<file path="config.mk">
export PLATFORM = sky130hd
export DESIGN_NAME = li_shell
export DESIGN_NICKNAME = d
export VERILOG_FILES = /design/src/rtl/li_shell.sv
export SDC_FILE = /design/constraint.sdc
export NUM_CORES = 1
export LEC_CHECK = 0
export CORE_ASPECT_RATIO = 0.9
export CORE_MARGIN = 2
export CORE_UTILIZATION = 57
export CTS_CLUSTER_SIZE = 40
export DETAILED_ROUTE_END_ITERATION = 12
export PLACE_DENSITY = 0.95
export SLEW_MARGIN = 10
export SYNTH_ARGS = -nofsm -noshare
export SYNTH_HDL_FRONTEND = slang
export SYNTH_SLANG_ARGS = --single-unit
</file>
<file path="constraint.sdc">
create_clock -name clk -period 8.8 [get_ports clk]
set_input_delay 0.88 -clock clk [delete_from_list [all_inputs] [get_ports clk]]
set_output_delay 0.88 -clock clk [all_outputs]
set_load 0.01 [all_outputs]
</file>
<file path="src/rtl/li_shell.sv">
module li_shell #(
  parameter int NCH = 3,
  parameter int DW  = 8
) (
  input  logic             clk,
  input  logic             rst_n,
  input  logic [NCH*DW-1:0] in_data,
  input  logic [NCH-1:0]   in_valid,
  output logic [DW-1:0]    out_data,
  output logic             out_valid,
  output logic             overflow
);

  logic [NCH-1:0] hold_full;
  logic [DW-1:0]  hold_data [NCH];
  logic [DW-1:0]  acc_q;
  logic [DW-1:0]  tok_sum;
  logic           fire;

  assign fire = &(hold_full | in_valid);

  always_comb begin
    tok_sum = '0;
    for (int i = 0; i < NCH; i++)
      tok_sum = tok_sum + (hold_full[i] ? hold_data[i] : in_data[i*DW +: DW]);
  end

  assign out_valid = fire;
  assign out_data  = fire ? acc_q + tok_sum : '0;
  assign overflow  = !fire && |(hold_full & in_valid);

  always_ff @(posedge clk) begin
    if (!rst_n)    acc_q <= '0;
    else if (fire) acc_q <= acc_q + tok_sum;
  end

  for (genvar g = 0; g < NCH; g++) begin : g_hold
    always_ff @(posedge clk) begin
      if (!rst_n) begin
        hold_full[g] <= 1'b0;
        hold_data[g] <= '0;
      end else if (fire) begin
        hold_full[g] <= hold_full[g] & in_valid[g];
        if (hold_full[g] & in_valid[g]) hold_data[g] <= in_data[g*DW +: DW];
      end else if (in_valid[g] && !hold_full[g]) begin
        hold_full[g] <= 1'b1;
        hold_data[g] <= in_data[g*DW +: DW];
      end
    end
  end

endmodule


</file>
==> run metrics <==
outcome=finished, final reports clean; master cell of the clock root buffer=sky130_fd_sc_hd__clkbuf_8; netlist area before placement=between 2000 and 2500 um^2; largest net degree at the start of global routing=15; DR iter-0 viols=115; number of setup violations in the final report=0; combined flip-flop and latch cell area=941 um^2; class of the most critical hold timing path=register to register; core box area=3810 um^2; clock transition at the registers of the reported paths=0.07 ns; top library cells by usage in the layout, fill and taps aside=sky130_fd_sc_hd__clkdlybuf4s50_1, sky130_fd_sc_hd__and2_1, sky130_fd_sc_hd__edfxtp_1, sky130_fd_sc_hd__inv_1, sky130_fd_sc_hd__mux2i_1; clock period minus final worst setup slack=5.59 ns; wire length of the first global-routing pass=7710 um; area delta synth->final=20.5%; Post-synth ARST share=0%; fraction of met2 tracks used by global routing=36.7%; iteration count of the initial detailed-routing pass=4; Yosys warning total=0; width of the chip=approximately 71 um; worst-case clock buffer depth=2; Max-slew headroom=between 50 and 60%; Synth Area per Inst=10.7 um^2; CTS tree=done; largest vdd supply drop=0.000223 V; Post-synth EDFFs=24; met3 Track Usage GR=6.47%; ratio of cells with drive above 1 in the final layout=roughly 7.5%; area of all placed cells without fillers=~2800 um^2; max capacitance violation total=0; synth unique cells=38; critical path's most frequent cell=sky130_fd_sc_hd__fa_1; number of antenna violations at the first check in global routing=0; FP Rows=21; data arrival time of the worst path=4.71 ns; area taken by multi-input logic gates=1220 um^2; Max Clock Freq=179 MHz; starting density of the core=roughly three fifths; final number of hold-violating endpoints=0; number of remaining DRC errors=0; most common cell after layout, fill and taps aside=sky130_fd_sc_hd__clkdlybuf4s50_1; cell type of the slowest stage on the worst timing path=sky130_fd_sc_hd__clkdlybuf4s50_1; detailed placer's ending HPWL=3510 um; crit share post-route=63.5%; antenna viol nets, final=0; post-detailed-routing wire length=~4500 um; post-route core utilization=72.9%; kind of end point of the critical path=output port; Startpoint Class=primary input; most used routing layer=met2; final weighted congestion of routability-driven global placement=approximately 0.86; # IOs=39; critical path, cell by cell=clkdlybuf4s50_1 -> mux2i_1 -> fa_1 -> inv_1 -> fa_1 -> ha_1 -> inv_1 -> fa_1 -> nor2b_1 -> o31ai_1 -> a21oi_1 -> xnor2_1 -> nand2_1 -> o22ai_1 -> clkdlybuf4s50_1; critical-path maximum fanout=3; number of cells upsized or downsized after cts=0; via count of the first global-routing pass=about 1,700; CTS buffer count=5; GR Overflow Total=0; WP data required=between 7 and 8 ns; CP top delay family=adder cells; Final Net Count=302; unrepaired setup endpoints after global routing=false; worst-skew pair later-pin latency=0.30 ns; overall die height=64.3 um; count of port buffers added during placement=38; leakage power=1.13 nW; # diodes=0; FILL cells=273; Die Area=between 4000 and 5000 um^2; total power divided by cell area=252 nW/um^2; number of vias per cell=~5.4; slew at the pin closest to its max-slew limit=around 0.68 ns; overall fraction of global-route tracks in use=22.8%; max-slew violation count=0; Critical path buffers and inverters=4; Setup Fix Bufs, Post-CTS=0; final routed wire length divided by cell count=between 15 and 20 um; Placed Area=2690 um^2; global-route track usage on met1=28.6%; total nets after synthesis=266; Clock Skew=0.0103 ns; Seq/Total Area, Yosys=approximately two fifths; Reg2Reg Setup Slack=5.00 ns; tightest hold margin=0.457 ns; # hold bufs at CTS=0; via total after detailed routing=1,607; number of synthesized register bits=35; leading register cell type out of synthesis=sky130_fd_sc_hd__edfxtp_1; clock sink count=35; Synth Instances=216; setup_tns=0 ns; peak per-stage delay on the critical path=0.55 ns; Worst Path Class, Setup=primary input to output port; H-tree levels=2
==> state kept, by name, summed over array words and instances, names as in the netlist <==
name,cells
hold_data,24
acc_q,8
hold_full,3
==> cell families (layout without fill, tap and decap cells) <==
kind of cell | count (synthesis) | after routing | share of synthesized area, %
adder cells (fa/ha/maj) | 21 | 21 | 16.0
AND/OR/NAND/NOR | 65 | 65 | 14.5
flip-flops | 35 | 35 | 40.8
multiplexers | 26 | 26 | 11.6
AO/OA/AOI/OAI | 27 | 27 | 7.38
XOR/XNOR | 9 | 9 | 3.42
buffers and inverters | 33 | 70 | 6.24
==> final cells by class <==
type,instances,area share [%]
multi-input cells,148,43.9
inverters,24,3.33
well taps,46,2.07
clock inverters,2,0.451
clock buffers,6,2.61
repair buffers,38,13.7
flip-flops and latches,35,33.9
==> synth_stat cells (all sizes together), types with 2 or more instances <==
library cell	instances	share of area [%]
a21oi	12	2.8
mux2i	20	8.7
inv	24	4.0
nor2	11	2.0
nor2b	2	0.54
dfxtp	11	9.6
nand2	19	3.1
ha	7	3.8
nand2b	2	0.54
xor2	2	0.76
nor3	2	0.43
mux2	6	2.9
buf	6	1.7
fa	14	12
and2	25	6.8
o21a	2	0.65
o21ai	4	0.87
xnor2	7	2.7
clkbuf	3	0.49
o22ai	2	0.81
edfxtp	24	31
==> worst paths after layout <==
kind	from	endpoint	cells after the start
hold reg to reg	acc_q[1]$_SDFFE_PN0P_	acc_q[1]$_SDFFE_PN0P_	2
hold / removal	acc_q[1]$_SDFFE_PN0P_	acc_q[1]$_SDFFE_PN0P_	2
setup reg to reg	hold_full[0]$_SDFFE_PN0P_	acc_q[7]$_SDFFE_PN0P_	12
setup / recovery	in_data[1]	out_data[7]	15
==> power by group <==
part | leakage [nW] | internal (mW) | total (mW) | switching [mW]
sequential | 0.346 | 0.201 | 0.216 | 0.0158
combinational | 0.745 | 0.181 | 0.368 | 0.187
clock | 0.0412 | 0.0553 | 0.116 | 0.0604
total | 1.13 | 0.437 | 0.700 | 0.263
==> per-layer routing <==
layer / up-vias / wire length, um
li1: 795 / -
met1: 757 / 1980
met2: 49 / 2210
met3: 6 / 246
met4: 0 / 88
met5: - / 0
==> through the flow <==
stage | worst slack [ns] | total power [mW] | instances
2_1_floorplan | 4.36 | 0.484 | 216
3_3_place_gp | 3.30 | 0.568 | 291
3_5_place_dp | 3.23 | 0.589 | 291
4_1_cts | 3.20 | 0.707 | 299
5_1_grt | 3.03 | 0.761 | 299
6_report | 3.21 | 0.700 | 299
==> tightest hold or removal path: cells and delay by family (launching register included) <==
family | cells | cell delay, ns
AOI/OAI and AO/OA | 1 | 0.05
DFF | 1 | 0.31
and+or+nand+nor | 1 | 0.05
Note: power is estimated with default switching activity, not from simulation.
